### src/rtl/sramPipePkg.sv
`timescale 1ns/1ps
package sramPipePkg;

  localparam logic [1:0] RD_OVERLAP = 2'd2;
  localparam logic [1:0] WR_OVERLAP = 2'd0;

  typedef enum logic [1:0] {
    ST_IDLE = 2'd0,
    ST_RD1  = 2'd1,
    ST_RD2  = 2'd2,
    ST_WR1  = 2'd3
  } ctlState_t;

  // strobes from the sequencer to the datapath registers
  typedef struct packed {
    logic loadAddr;
    logic loadWrData;
    logic captureRd;
    logic csOn;
    logic oeOn;
    logic driveOn;
    logic wrPhase;
  } dpStrobe_t;

  function automatic logic [1:0] cntFor(ctlState_t s);
    case (s)
      ST_RD1:  cntFor = 2'd2;
      ST_RD2:  cntFor = 2'd1;
      ST_WR1:  cntFor = 2'd1;
      default: cntFor = 2'd0;
    endcase
  endfunction

endpackage

### src/rtl/sramPipeFsm.sv
`timescale 1ns/1ps
module sramPipeFsm
  import sramPipePkg::*;
(
  input  logic       clk,
  input  logic       rstN,
  input  logic       busRd,
  input  logic       busWr,
  output dpStrobe_t  strobe,
  output logic [1:0] rdyCnt
);

  ctlState_t state, nextState;
  logic acceptRd, acceptWr;
  logic [1:0] cntQ;

  // reads may overlap the data phase of a read; writes need an idle slave
  assign acceptRd = busRd && (state == ST_IDLE || state == ST_RD2);
  assign acceptWr = busWr && !busRd && (state == ST_IDLE);

  always_comb begin
    nextState = state;
    case (state)
      ST_IDLE: begin
        if (acceptRd)      nextState = ST_RD1;
        else if (acceptWr) nextState = ST_WR1;
        else               nextState = ST_IDLE;
      end
      ST_RD1:  nextState = ST_RD2;
      ST_RD2:  nextState = acceptRd ? ST_RD1 : ST_IDLE;
      ST_WR1:  nextState = ST_IDLE;
      default: nextState = ST_IDLE;
    endcase
  end

  always_comb begin
    strobe.loadAddr   = acceptRd || acceptWr;
    strobe.loadWrData = acceptWr;
    strobe.captureRd  = (state == ST_RD2);
    // chip select and drive are held through the cycle after a write
    strobe.csOn       = (nextState != ST_IDLE) || (state == ST_WR1);
    strobe.oeOn       = (nextState == ST_RD1) || (nextState == ST_RD2);
    strobe.driveOn    = (nextState == ST_WR1) || (state == ST_WR1);
    strobe.wrPhase    = (nextState == ST_WR1);
  end

  always_ff @(posedge clk) begin
    if (!rstN) begin
      state <= ST_IDLE;
      cntQ  <= 2'd0;
    end else begin
      state <= nextState;
      cntQ  <= cntFor(nextState);
    end
  end

  assign rdyCnt = cntQ;

  a_r3_cnt_steps_down: assert property (@(posedge clk) disable iff (!rstN)
    (rdyCnt == 2'd2) |=> (rdyCnt == 2'd1));

  a_r6_cnt_never_three: assert property (@(posedge clk) disable iff (!rstN)
    rdyCnt != 2'd3);

endmodule

### src/rtl/sramPipeDatapath.sv
`timescale 1ns/1ps
module sramPipeDatapath
  import sramPipePkg::*;
#(
  parameter int ADDR_W = 10,
  parameter int DATA_W = 32,
  parameter int SRAM_W = 16
)(
  input  logic              clk,
  input  logic              rstN,
  input  dpStrobe_t         strobe,
  input  logic [ADDR_W-1:0] busAddr,
  input  logic [DATA_W-1:0] busWrData,
  output logic [DATA_W-1:0] busRdData,
  output logic [ADDR_W-1:0] ramAddr,
  output logic [SRAM_W-1:0] ramWrData,
  input  logic [SRAM_W-1:0] ramRdData,
  output logic              ramDriveEn,
  output logic              ramCsN,
  output logic              ramOeN,
  output logic              ramWeN
);

  localparam int PAD_W = DATA_W - SRAM_W;

  logic [ADDR_W-1:0] addrQ;
  logic [SRAM_W-1:0] wrDataQ;
  logic [SRAM_W-1:0] rdDataQ;
  logic csNQ, oeNQ, driveQ, wrPhaseQ, weNQ;

  always_ff @(posedge clk) begin
    if (!rstN) begin
      addrQ    <= '0;
      wrDataQ  <= '0;
      rdDataQ  <= '0;
      csNQ     <= 1'b1;
      oeNQ     <= 1'b1;
      driveQ   <= 1'b0;
      wrPhaseQ <= 1'b0;
    end else begin
      if (strobe.loadAddr)   addrQ   <= busAddr;
      if (strobe.loadWrData) wrDataQ <= busWrData[SRAM_W-1:0];
      if (strobe.captureRd)  rdDataQ <= ramRdData;
      csNQ     <= !strobe.csOn;
      oeNQ     <= !strobe.oeOn;
      driveQ   <= strobe.driveOn;
      wrPhaseQ <= strobe.wrPhase;
    end
  end

  // falling-edge strobe: low from mid first write cycle to mid second
  always_ff @(negedge clk) begin
    if (!rstN) weNQ <= 1'b1;
    else       weNQ <= !wrPhaseQ;
  end

  generate
    if (PAD_W > 0) begin : g_pad
      assign busRdData = {{PAD_W{1'b0}}, rdDataQ};
    end else begin : g_full
      assign busRdData = rdDataQ;
    end
  endgenerate

  assign ramAddr    = addrQ;
  assign ramWrData  = wrDataQ;
  assign ramDriveEn = driveQ;
  assign ramCsN     = csNQ;
  assign ramOeN     = oeNQ;
  assign ramWeN     = weNQ;

  a_r8_oe_not_with_drive: assert property (@(posedge clk) disable iff (!rstN)
    !(!ramOeN && ramDriveEn));

  a_r8_oe_not_with_we: assert property (@(posedge clk) disable iff (!rstN)
    !(!ramOeN && !ramWeN));

  a_r5_we_single_edge: assert property (@(posedge clk) disable iff (!rstN)
    !ramWeN |=> ramWeN);

  a_r5_addr_held_in_write: assert property (@(posedge clk) disable iff (!rstN)
    !ramWeN |=> $stable(ramAddr));

endmodule

### src/rtl/sramPipeSlave.sv
`timescale 1ns/1ps
module sramPipeSlave
  import sramPipePkg::*;
#(
  parameter int ADDR_W = 10,
  parameter int DATA_W = 32,
  parameter int SRAM_W = 16
)(
  input  logic              clk,
  input  logic              rstN,
  input  logic [ADDR_W-1:0] busAddr,
  input  logic [DATA_W-1:0] busWrData,
  input  logic              busRd,
  input  logic              busWr,
  output logic [DATA_W-1:0] busRdData,
  output logic [1:0]        busRdyCnt,
  output logic [1:0]        busRdLevel,
  output logic [1:0]        busWrLevel,
  output logic [ADDR_W-1:0] ramAddr,
  output logic [SRAM_W-1:0] ramWrData,
  input  logic [SRAM_W-1:0] ramRdData,
  output logic              ramDriveEn,
  output logic              ramCsN,
  output logic              ramOeN,
  output logic              ramWeN
);

  dpStrobe_t strobe;

  assign busRdLevel = RD_OVERLAP;
  assign busWrLevel = WR_OVERLAP;

  sramPipeFsm uFsm (
    .clk    (clk),
    .rstN   (rstN),
    .busRd  (busRd),
    .busWr  (busWr),
    .strobe (strobe),
    .rdyCnt (busRdyCnt)
  );

  sramPipeDatapath #(
    .ADDR_W (ADDR_W),
    .DATA_W (DATA_W),
    .SRAM_W (SRAM_W)
  ) uDp (
    .clk        (clk),
    .rstN       (rstN),
    .strobe     (strobe),
    .busAddr    (busAddr),
    .busWrData  (busWrData),
    .busRdData  (busRdData),
    .ramAddr    (ramAddr),
    .ramWrData  (ramWrData),
    .ramRdData  (ramRdData),
    .ramDriveEn (ramDriveEn),
    .ramCsN     (ramCsN),
    .ramOeN     (ramOeN),
    .ramWeN     (ramWeN)
  );

  initial begin
    a_r9_width_order: assert (SRAM_W <= DATA_W);
  end

  a_r4_result_held_in_flight: assert property (@(posedge clk) disable iff (!rstN)
    (busRdyCnt == 2'd2) |=> $stable(busRdData));

  a_r10_result_held_idle: assert property (@(posedge clk) disable iff (!rstN)
    (busRdyCnt == 2'd0) |=> $stable(busRdData));

endmodule

### config.mk
export PLATFORM = sky130hd
export DESIGN_NAME = sramPipeSlave
export DESIGN_NICKNAME = d
export VERILOG_FILES = /design/src/rtl/sramPipePkg.sv /design/src/rtl/sramPipeFsm.sv /design/src/rtl/sramPipeDatapath.sv /design/src/rtl/sramPipeSlave.sv
export SDC_FILE = /design/constraint.sdc
export NUM_CORES = 1
export LEC_CHECK = 0
export BUFFER_PORTS_ARGS = -buffer_cell sky130_fd_sc_hd__buf_2
export CAP_MARGIN = 20
export CORE_MARGIN = 2
export CORE_UTILIZATION = 35
export CTS_BUF_LIST = sky130_fd_sc_hd__clkbuf_4 sky130_fd_sc_hd__clkbuf_8
export DETAILED_ROUTE_END_ITERATION = 12
export PLACE_DENSITY = 0.77
export SLEW_MARGIN = 30
export SYNTH_ARGS = -nofsm -noshare
export SYNTH_HDL_FRONTEND = slang
export SYNTH_SLANG_ARGS = --single-unit
export TNS_END_PERCENT = 10
### constraint.sdc
create_clock -name clk -period 1.7 [get_ports clk]
set_input_delay 0.255 -clock clk [delete_from_list [all_inputs] [get_ports clk]]
set_output_delay 0.255 -clock clk [all_outputs]
set_load 0.02 [all_outputs]
Word-level counts from Yosys, hierarchy flattened
Index checks and enable logic that the tools add are counted.
{"block": "word_totals", "inputBits": 62, "output_inout_bits": 68, "elab_cells": 36, "reg_bits": 51}
{"block": "op_classes", "reduce_logical": 15, "muxes": 5, "n_eq_ne": 6}
{"operator": "$eq A2 B2 Y1 const B", "n": 4}
{"operator": "$pmux W2 S4", "n": 1}
{"operator": "$logic_or A1 B1 Y1", "n": 5}
{"operator": "$eq A2 B1 Y1 const B", "n": 2}
{"operator": "$logic_not A1 Y1", "n": 4}
{"operator": "$mux W2", "n": 2}
{"operator": "$pmux W2 S2", "n": 1}
{"operator": "$logic_and A1 B1 Y1", "n": 3}
{"operator": "$logic_not A2 Y1", "n": 1}
{"operator": "$reduce_bool A2 Y1", "n": 1}
{"operator": "$reduce_or A2 Y1", "n": 1}
{"operator": "$mux W1", "n": 1}

Depth between registers and ports, before layout
Gate-level depths: netlist of the first run.
{"block": "logic_depth", "depth_word": 9, "depth_mapped": 6, "ltp_nobuf": 3}

Cells and area by module
Synthesis of the first run repeated with hierarchy kept, for this count alone.
{"block": "unflattened", "hier_cells": 196, "area_unflattened_um2": 2128.3}
{"mod": "sramPipeDatapath", "seq_area_each_um2": 940.9, "area_per_inst_um2": 1869.3, "instances": 1, "cells_each": 164}
{"mod": "sramPipeFsm", "seq_area_each_um2": 60.1, "area_per_inst_um2": 221.5, "instances": 1, "cells_each": 26}
{"mod": "sramPipeSlave", "seq_area_each_um2": 0.0, "area_per_inst_um2": 37.5, "instances": 1, "cells_each": 6}

==> results of run 1 <==
## metal layers
layer / global-route usage (%) / routed length (µm) / up-vias
li1: - / - / 879
met1: 14.87 / 1896 / 751
met2: 23.25 / 2056 / 65
met3: 4.615 / 330 / 4
met4: 4.000 / 30 / 0
met5: 0 / 0 / -
## cells by family (layout without fill, tap and decap cells)
family                 after synthesis  count (layout)  share of synthesized area [%]
AOI/OAI and AO/OA                   36              36                          14.57
buffers and inverters               38             110                          12.16
DFF                                 50              50                          47.00
muxes                               10              10                          4.701
other                                2              20                         0.3527
and+or+nand+nor                     99              99                          21.21
## synth_stat cells (all sizes together) (2+ instances only)
cell    number
buf         28
and2         2
dfxtp       50
inv          2
mux2i       10
clkbuf       8
nand2b       2
and2b        2
nand2       88
conb         2
a21boi      33
## per-stage QoR
stage / instances / cell area, µm²
finish: 400 / 2651
floorplan: 253 / 2198
CTS: 400 / 2651
global placement: 392 / 2557
detailed placement: 392 / 2557
global route: 400 / 2651
## power by group through the flow
stage	registers, mW	logic [mW]	clock network, mW
floorplan	1.39	0.266	0.00736
global placement	1.30	0.460	0.00736
detailed placement	1.30	0.467	0.00736
CTS	1.27	0.468	0.733
global route	1.28	0.511	0.771
finish	1.27	0.460	0.693
## sequential cells by signal, indices dropped and copies added, names as in the netlist
signal	flops
uDp.ramWrData	16
uDp.ramDriveEn	1
uFsm.state	1
uDp.ramWeN	1
uDp.rdDataQ	16
uDp.ramOeN	1
uDp.ramAddr	10
uDp.ramCsN	1
uDp.wrPhaseQ	1
uFsm.rdyCnt	2
## final timing paths
check | end | cells after the start | from
max | ramWeN | 1 | uDp.ramWeN$_SDFF_NN1_
min | uDp.ramWrData[5]$_SDFFE_PN0P_ | 3 | busWrData[5]
max reg2reg | uDp.rdDataQ[5]$_SDFFE_PN0P_ | 4 | uFsm.state[0]$_SDFF_PN0_
min reg2reg | uDp.ramWrData[13]$_SDFFE_PN0P_ | 2 | uDp.ramWrData[13]$_SDFFE_PN0P_
## tightest hold or removal path, delay by kind of cell
kind	cells	cell delay (ns)
AO/OA/AOI/OAI	1	0.04
buffers and inverters	1	0.09
AND/OR/NAND/NOR	1	0.06
## area by class of cell
cell class,count,area (µm²)
multi-input combinational,165,937.1
clock buffer,6,76.32
tap,75,93.84
timing repair buffer,100,524.3
sequential,50,1002
inverter,1,3.754
clock inverter,3,13.76
fill,610,3234
## what timing repair did
action	CTS	global route
hold buffers	0	0
endpoints found under the setup margin	1	1
hold endpoints to repair	0	0
resized for setup	3	0
==> metrics.md, run 1 <==
| Metric | Value |
|---|---|
| Share of the yosys chip area belonging to registers | `a little under half` |
| Routability cong. | `0.6664` |
| Area leader, netlist | `dfxtp_1` |
| DRT antenna net count | `0` |
| Worst EP arrival | `~1.6 ns` |
| Clock Skews | `0.05923 ns` |
| Root Buffer | `clkbuf_8` |
| Required time of the critical path | `1.44 ns` |
| Die area | `roughly 6700 µm²` |
| CTS tree | `yes` |
| R2R setup slack | `between 0.3 and 0.4 ns` |
| Global-route wire length before repair | `6837 µm` |
| Hold Crit Class | `in -> reg` |
| Crit Path Category | `reg -> out` |
| Commonest non-fill, non-tap cells in the layout | `buf_2 (92), nand2_1 (79), dfxtp_1 (49)` |
| CTS Sinks | `50` |
| CP top delay family | `flip-flops` |
| Core Footprint | `slightly below 6000 µm²` |
| Vias per Instance | `around 4.2` |
| Status | `finished with violations` |
| Top-area cell type share of the netlist area | `~47%` |
| CTS Buf Count | `5` |
| Ordered list of cells on the worst path | `buf_6` |
| Synth area leaders | `dfxtp_1 (47%), nand2_1 (14%), a21boi_0 (8.1%)` |
| Net Sw Power | `a little over 0.7 mW` |
| H-tree levels | `2` |
| Row cnt | `28` |
| Io pins | `between 100 and 150` |
| WL/cell | `about 11 µm` |
| Internal | `roughly 1.7 mW` |
| Total track usage | `about an eighth` |
| Measured slew at the worst slew-check pin | `between 0.5 and 0.6 ns` |
| RSZ-0062 raised after global routing | `yes` |
| Final WS setup | `-0.1823 ns` |
| Average size of a mapped cell | `9.062 µm²` |
| Clk slew on worst S/H paths | `approximately 0.09 ns` |
| Leak | `roughly 1.3 nW` |
| Top_reg_cell synth | `dfxtp_1` |
| Initial antenna violation count | `0` |
| Switching part of the total | `slightly below 30%` |
| Total negative slack | `-0.1823 ns` |
| Power, Total | `about 2.4 mW` |
| Input/output buffers | `93` |
| Mapped cell area | `approximately 2100 µm²` |
| Synthesized netlist cell count | `around 240` |
| Startpoint class of the critical path | `register` |
| Max-cap violations | `0` |
| Violated checks | `setup timing` |
| Clock power share | `between 20% and 30%` |
| Starting Density | `36.18%` |
| Crit path buf inv count | `1` |
| Yosys cell types | `27` |
| Max VDD drop | `about 0.43 mV` |
| Initial DRC Count | `29` |
| Largest net degree at the start of global routing | `between 50 and 60` |
| Crit. End Element | `output pin` |
| Endpoints failing setup | `1` |
| # Post-CTS Setup Buffers | `0` |
| TritonRoute pass-1 iters | `4` |
| CTS Buffer Depth | `2` |
| Post-synth ARST share | `0%` |
| Final hold vios | `0` |
| Via count | `roughly 1700` |
| GRT overflow | `0` |
| DP Worst Slack | `roughly 0.16 ns` |
| Final net count | `just under 400` |
| Routed wire length | `~4300 µm` |
| Layout area overhead | `24.50%` |
| Layout cells sized above 1 | `around two fifths` |
| Die W | `a little over 80 µm` |
| Hold_ws | `approximately 0.19 ns` |
| Post-synth EDFFs | `0` |
| Register bit total from synthesis | `50` |
| Die Ht | `approximately 82 µm` |
| Worst slew margin | `a little under two thirds` |
| Worst Path Max Fanout | `1` |
| Crit-path max cell delay | `around 0.30 ns` |
| Most common cell after layout, fill and taps aside | `buf_2` |
| Register share of total power | `between 50% and 60%` |
| Yosys warns | `0` |
| Post-DP HPWL | `just over 3000 µm` |
| Post-route DRC | `0` |
| # diodes | `0` |
| Combinational share of power | `19.0%` |
| Slowest cell on crit path | `dfxtp_2` |
| Final core utilization | `about 45%` |
| Latest clock arrival within the worst-skew pair | `~0.35 ns` |
| Vias in the first global route | `approximately 1500` |
| Max Slew Vio Count | `0` |
| Pwr dens | `between 900 and 1000 nW/µm²` |
(Power assumes the default switching activity.)
==> inputs of run 2 (changes only) <==
--- a/config.mk
+++ b/config.mk
@@ -11,8 +11,9 @@
 export CORE_UTILIZATION = 35
 export CTS_BUF_LIST = sky130_fd_sc_hd__clkbuf_4 sky130_fd_sc_hd__clkbuf_8
 export DETAILED_ROUTE_END_ITERATION = 12
+export GPL_TIMING_DRIVEN = 0
 export PLACE_DENSITY = 0.77
-export SLEW_MARGIN = 30
+export REMOVE_ABC_BUFFERS = 1
 export SYNTH_ARGS = -nofsm -noshare
 export SYNTH_HDL_FRONTEND = slang
 export SYNTH_SLANG_ARGS = --single-unit
==> run 2 against run 1 <==
Count of clock-buffer cells in the layout unchanged. Power about the same. Cell area down 0.85%. Final cell count down 1.0%. The run still ends with setup timing left. Wire length down 3.0%. Clock skew up 0.0025 ns. Utilization down 0.38 points. Largest power group unchanged. Non-clock buffer count down 4. Sequential cell count unchanged. Hold slack better by 0.0068 ns.
==> metrics.md, run 2 (synthesized netlist as in run 1, its figures left out) <==
| Metric | Value |
|---|---|
| Status | `finished with violations` |
| Violated checks | `setup timing` |
| Max Slew Vio Count | `0 (unchanged)` |
| Total negative slack | `-0.1882 ns (-0.005888 ns)` |
| Most common cell after layout, fill and taps aside | `buf_2` |
| Via count | `1654 (-2.6%)` |
| Final hold vios | `0 (unchanged)` |
| # hold bufs at CTS | `0 (unchanged)` |
| Leak | `1.265 nW (-1.2%)` |
| CTS tree | `yes` |
| Commonest non-fill, non-tap cells in the layout | `buf_2 (91), nand2_1 (79), dfxtp_1 (49)` |
| Vias per Instance | `4.177 (-1.7%)` |
| Hold Crit Class | `in -> reg` |
| CTS Buffer Depth | `2 (unchanged)` |
| Routability cong. | `0.6440 (-3.4%)` |
| Io pins | `130 (unchanged)` |
| CTS Sinks | `50 (unchanged)` |
| Ordered list of cells on the worst path | `buf_6` |
| Crit-path max cell delay | `0.31 ns (about the same)` |
| Latest clock arrival within the worst-skew pair | `0.36 ns (about the same)` |
| Endpoints failing setup | `1 (unchanged)` |
| Vias in the first global route | `1481 (-3.5%)` |
| Worst slew margin | `59.47% (-4.1 points)` |
| Slowest cell on crit path | `dfxtp_2` |
| Initial DRC Count | `38 (+31%)` |
| DP Worst Slack | `-0.3668 ns (-0.5310 ns)` |
| CP top delay family | `flip-flops` |
| Crit path buf inv count | `1 (unchanged)` |
| Startpoint class of the critical path | `register` |
| Starting Density | `36.18% (unchanged)` |
| Final WS setup | `-0.1882 ns (-0.005888 ns)` |
| Core Footprint | `5886 µm² (unchanged)` |
| TritonRoute pass-1 iters | `4 (unchanged)` |
| Global-route wire length before repair | `6306 µm (-7.8%)` |
| WL/cell | `10.57 µm (-2.0%)` |
| Required time of the critical path | `1.44 ns (about the same)` |
| Max VDD drop | `0.3503 mV (-18%)` |
| Largest net degree at the start of global routing | `60 (+1.7%)` |
| Filler Cells Inserted | `611 (+0.16%)` |
| Layout area overhead | `23.44%` |
| Post-route DRC | `0 (unchanged)` |
| Max-cap violations | `0 (unchanged)` |
| CTS Buf Count | `5 (unchanged)` |
| Layout cells sized above 1 | `39.25% (-1.1 points)` |
| Root Buffer | `clkbuf_8` |
| Crit Path Category | `reg -> out` |
| Clk slew on worst S/H paths | `0.09 ns (about the same)` |
| Die W | `82 µm (unchanged)` |
| Die Ht | `82 µm (unchanged)` |
| DRT antenna net count | `0 (unchanged)` |
| Pwr dens | `922.8 nW/µm² (+0.84%)` |
| # diodes | `0 (unchanged)` |
| Input/output buffers | `93 (unchanged)` |
| Die area | `6724 µm² (unchanged)` |
| Power, Total | `2.426 mW (about the same)` |
| Crit. End Element | `output pin` |
| H-tree levels | `2 (unchanged)` |
| Final net count | `382 (-1.0%)` |
| Measured slew at the worst slew-check pin | `0.6079 ns (+0.06218 ns)` |
| Routed wire length | `4184 µm (-3.0%)` |
| RSZ-0062 raised after global routing | `yes` |
| GRT overflow | `0 (unchanged)` |
| Row cnt | `28 (unchanged)` |
| Total track usage | `12.13% (-1.1 points)` |
| Clock Skews | `0.06168 ns (+0.002451 ns)` |
| Post-DP HPWL | `2957 µm (-5.1%)` |
| Initial antenna violation count | `0 (unchanged)` |
| Worst EP arrival | `1.63 ns (about the same)` |
| Worst Path Max Fanout | `1 (unchanged)` |
==> run 2: final timing paths <==
kind                                                    start                             end  slack, ns  cells past startpoint
worst min-delay path                            busWrData[11]  uDp.ramWrData[11]$_SDFFE_PN0P_       0.20                      3
worst min register to register  uDp.ramWrData[4]$_SDFFE_PN0P_   uDp.ramWrData[4]$_SDFFE_PN0P_       0.46                      2
worst max-delay path                    uDp.ramWeN$_SDFF_NN1_                          ramWeN      -0.19                      1
worst max register to register      uFsm.rdyCnt[0]$_SDFF_PN0_     uDp.ramAddr[1]$_SDFFE_PN0P_       0.18                      4
==> run 2: layout make-up <==
cell class | instances | area, µm² | share of cell area (%)
Multi-Input combinational cell | 165 | 937.1 | 35.65
Clock buffer | 6 | 82.58 | 3.141
Clock inverter | 3 | 12.51 | 0.4760
Tap cell | 75 | 93.84 | 3.570
Inverter | 1 | 3.754 | 0.1428
Sequential cell | 50 | 1002 | 38.12
Timing Repair Buffer | 96 | 496.7 | 18.90
==> run 2: metrics by stage <==
step | util (%) | std cells | hold slack [ns] | instance area, µm²
after CTS | 44.37 | 394 | 0.1849 | 2611
after global routing | 44.66 | 396 | 0.1852 | 2629
after global placement | 42.56 | 385 | 0.4428 | 2505
final | 44.66 | 396 | 0.1986 | 2629
after detailed placement | 42.69 | 386 | 0.4495 | 2512
after floorplan | - | 217 | 0.3169 | 1946
==> run 2: per-layer routing <==
layer / wire length, µm / global-route usage (%)
met1: 1776 / 13.49
met3: 300 / 4.286
met4: 48 / 4.000
met2: 2057 / 21.46
met5: 0 / 0
==> run 2: where the power goes <==
| part | internal (mW) | switching, mW | total (mW) |
|---|---|---|---|
| Clock | 0.326 | 0.378 | 0.704 |
| Sequential | 1.24 | 0.0402 | 1.28 |
| Combinational | 0.167 | 0.273 | 0.440 |
| Total | 1.73 | 0.691 | 2.43 |
==> run 2: timing repair <==
action,4_1_cts,5_1_grt
endpoints found under the setup margin,1,20
pin swaps,0,1
gates resized for setup,3,1
setup buffers,0,2
==> inputs of run 3 (changes only) <==
--- a/config.mk
+++ b/config.mk
@@ -14,6 +14,7 @@
 export GPL_TIMING_DRIVEN = 0
 export PLACE_DENSITY = 0.77
 export REMOVE_ABC_BUFFERS = 1
+export SKIP_LAST_GASP = 1
 export SYNTH_ARGS = -nofsm -noshare
 export SYNTH_HDL_FRONTEND = slang
 export SYNTH_SLANG_ARGS = --single-unit
==> run 3 against run 2 <==
Critical endpoint unchanged. Sequential cell count stayed put. The flow still finishes with violations (setup timing). Via count rose by 0.48%. Clock power hardly changed. Largest cell class unchanged. Power about the same. Combinational power barely moved. Highest routed layer unchanged. Setup slack barely moved. Register-to-register slack is essentially flat. Critical path depth is the same. Non-clock buffer count stayed put. First-iteration DRC count grew 16%.
==> metrics.md, run 3 (synthesized netlist as in run 1, its figures left out) <==
| Metric | Value |
|---|---|
| Status | `finished with violations` |
| Violated checks | `setup timing` |
| Required time of the critical path | `1.44 ns (about the same)` |
| Non-filler instance count after layout | `396 (unchanged)` |
| CTS Buffer Depth | `2 (unchanged)` |
| Most common cell after layout, fill and taps aside | `buf_2` |
| Final hold vios | `0 (unchanged)` |
| Worst EP arrival | `1.63 ns (about the same)` |
| Crit. End Element | `output pin` |
| Pwr dens | `923.8 nW/µm² (+0.10%)` |
| DRT antenna net count | `0 (unchanged)` |
| Routed wire length | `4177 µm (-0.17%)` |
| DP Worst Slack | `-0.3668 ns (unchanged)` |
| Layout area overhead | `23.33% (about the same)` |
| Root Buffer | `clkbuf_8` |
| H-tree levels | `2 (unchanged)` |
| # diodes | `0 (unchanged)` |
| Hold_ws | `0.1996 ns (+0.0009430 ns)` |
| Clock Skews | `0.06170 ns (+0.00001020 ns)` |
| Max-cap violations | `0 (unchanged)` |
| Hold EP | `uDp.ramWrData[11]$_SDFFE_PN0P_` |
| CP top delay family | `flip-flops` |
| Multi-input gate area | `937.1 µm² (unchanged)` |
| Max Slew Vio Count | `0 (unchanged)` |
| Commonest non-fill, non-tap cells in the layout | `buf_2 (92), nand2_1 (79), dfxtp_1 (49)` |
| Starting Density | `36.18% (unchanged)` |
| TritonRoute pass-1 iters | `4 (unchanged)` |
| Latest clock arrival within the worst-skew pair | `0.36 ns (about the same)` |
| Hold Crit Start | `busWrData[11]` |
| Die Ht | `82 µm (unchanged)` |
| Slowest cell on crit path | `dfxtp_2` |
| Final net count | `382 (unchanged)` |
| Core Footprint | `5886 µm² (unchanged)` |
| Worst Path Max Fanout | `1 (unchanged)` |
| Reg2Reg Depth | `4 (unchanged)` |
| Die W | `82 µm (unchanged)` |
| Vias in the first global route | `1481 (unchanged)` |
| Row cnt | `28 (unchanged)` |
| Hold Crit Class | `in -> reg` |
| Sequential cell area | `1002 µm² (unchanged)` |
| Post-route DRC | `0 (unchanged)` |
| WL/cell | `10.55 µm (-0.17%)` |
| Crit Path Category | `reg -> out` |
| Filler Cells Inserted | `610 (-0.16%)` |
| Max VDD drop | `0.3504 mV (about the same)` |
| Worst slew margin | `42.56% (-17 points)` |
| Fin area | `2626 µm² (about the same)` |
| Leak | `1.265 nW (about the same)` |
| Worst Hold Depth | `3 (unchanged)` |
| CTS Sinks | `50 (unchanged)` |
| # hold bufs at CTS | `0 (unchanged)` |
| Post-DP HPWL | `2957 µm (unchanged)` |
| Layout cells sized above 1 | `39.25% (unchanged)` |
| Power, Total | `2.426 mW (about the same)` |
| Io pins | `130 (unchanged)` |
| Reg2Reg Launch Point | `uFsm.rdyCnt[0]$_SDFF_PN0_` |
| WP depth | `1 (unchanged)` |
| RR Endpoint | `uDp.ramAddr[1]$_SDFFE_PN0P_` |
| Initial antenna violation count | `0 (unchanged)` |
| Input/output buffers | `93 (unchanged)` |
| CTS tree | `yes` |
| Endpoints failing setup | `1 (unchanged)` |
| Post-DP Area | `2512 µm² (unchanged)` |
| Via count | `1662 (+0.48%)` |
| Final WS setup | `-0.1880 ns (+0.0002100 ns)` |
| Total track usage | `12.13% (unchanged)` |
| DP Cell Count | `386 (unchanged)` |
| Routability cong. | `0.6440 (unchanged)` |
| RSZ-0062 raised after global routing | `yes` |
| Global-route wire length before repair | `6306 µm (unchanged)` |
| Crit-path max cell delay | `0.31 ns (about the same)` |
| CTS Buf Count | `5 (unchanged)` |
| Initial DRC Count | `44 (+16%)` |
| Ordered list of cells on the worst path | `buf_6` |
| Vias per Instance | `4.197 (+0.48%)` |
| Measured slew at the worst slew-check pin | `0.8617 ns (+0.2537 ns)` |
| GRT overflow | `0 (unchanged)` |
| Largest net degree at the start of global routing | `60 (unchanged)` |
| Clk slew on worst S/H paths | `0.09 ns (about the same)` |
| Crit path buf inv count | `1 (unchanged)` |
| Startpoint class of the critical path | `register` |
| Die area | `6724 µm² (unchanged)` |
| R2R setup slack | `0.18 ns (about the same)` |
## run 3: cell count changes in the layout (fill, tap and decap cells not counted), sizes merged
cell    change
buf         +1
clkbuf      -1
## run 3: layout make-up
type / instances / share of cell area (%)
well taps: 75 / 3.573
flip-flops and latches: 50 / 38.16
clock buffers: 6 / 3.144
inverters: 1 / 0.1429
repair buffers: 96 / 18.82
multi-input cells: 165 / 35.68
clock inverters: 3 / 0.4764
## run 3: per-stage QoR
stage,setup TNS (ns),utilization (%)
2_1_floorplan,-0.1499,-
3_3_place_gp,-2.153,42.56
3_5_place_dp,-0.3668,42.69
4_1_cts,-0.1993,44.37
5_1_grt,-0.3002,44.62
6_report,-0.1880,44.62
## run 3: how the worst max path moves through the flow
stage                                   start                           to
floorplan           uFsm.rdyCnt[0]$_SDFF_PN0_  uDp.ramAddr[0]$_SDFFE_PN0P_
global placement                         rstN        uDp.ramWeN$_SDFF_NN1_
detailed placement                       rstN        uDp.ramWeN$_SDFF_NN1_
CTS                     uDp.ramWeN$_SDFF_NN1_                       ramWeN
global route            uDp.ramWeN$_SDFF_NN1_                       ramWeN
finish                  uDp.ramWeN$_SDFF_NN1_                       ramWeN
## run 3: timing repair
action	4_1_cts	5_1_grt
pin swaps	0	1
resized for setup	3	0
setup endpoints to repair	1	20
setup buffers	0	2
## run 3: routing by layer
layer	global-route usage, %	wire (µm)
met5	0	0
met4	4.000	48
met3	4.286	307
met2	21.46	2069
met1	13.49	1751
## run 3: where the power goes
group          leakage, nW  switching [mW]  internal [mW]  total [mW]
Combinational        0.798           0.273          0.167       0.440
Sequential           0.409          0.0403           1.24        1.28
Clock               0.0577           0.378          0.326       0.704
## run 3: tightest hold or removal path, stage by stage
cell	delay, ns
buf_2	0.09
nand2_1	0.04
a21boi_0	0.06
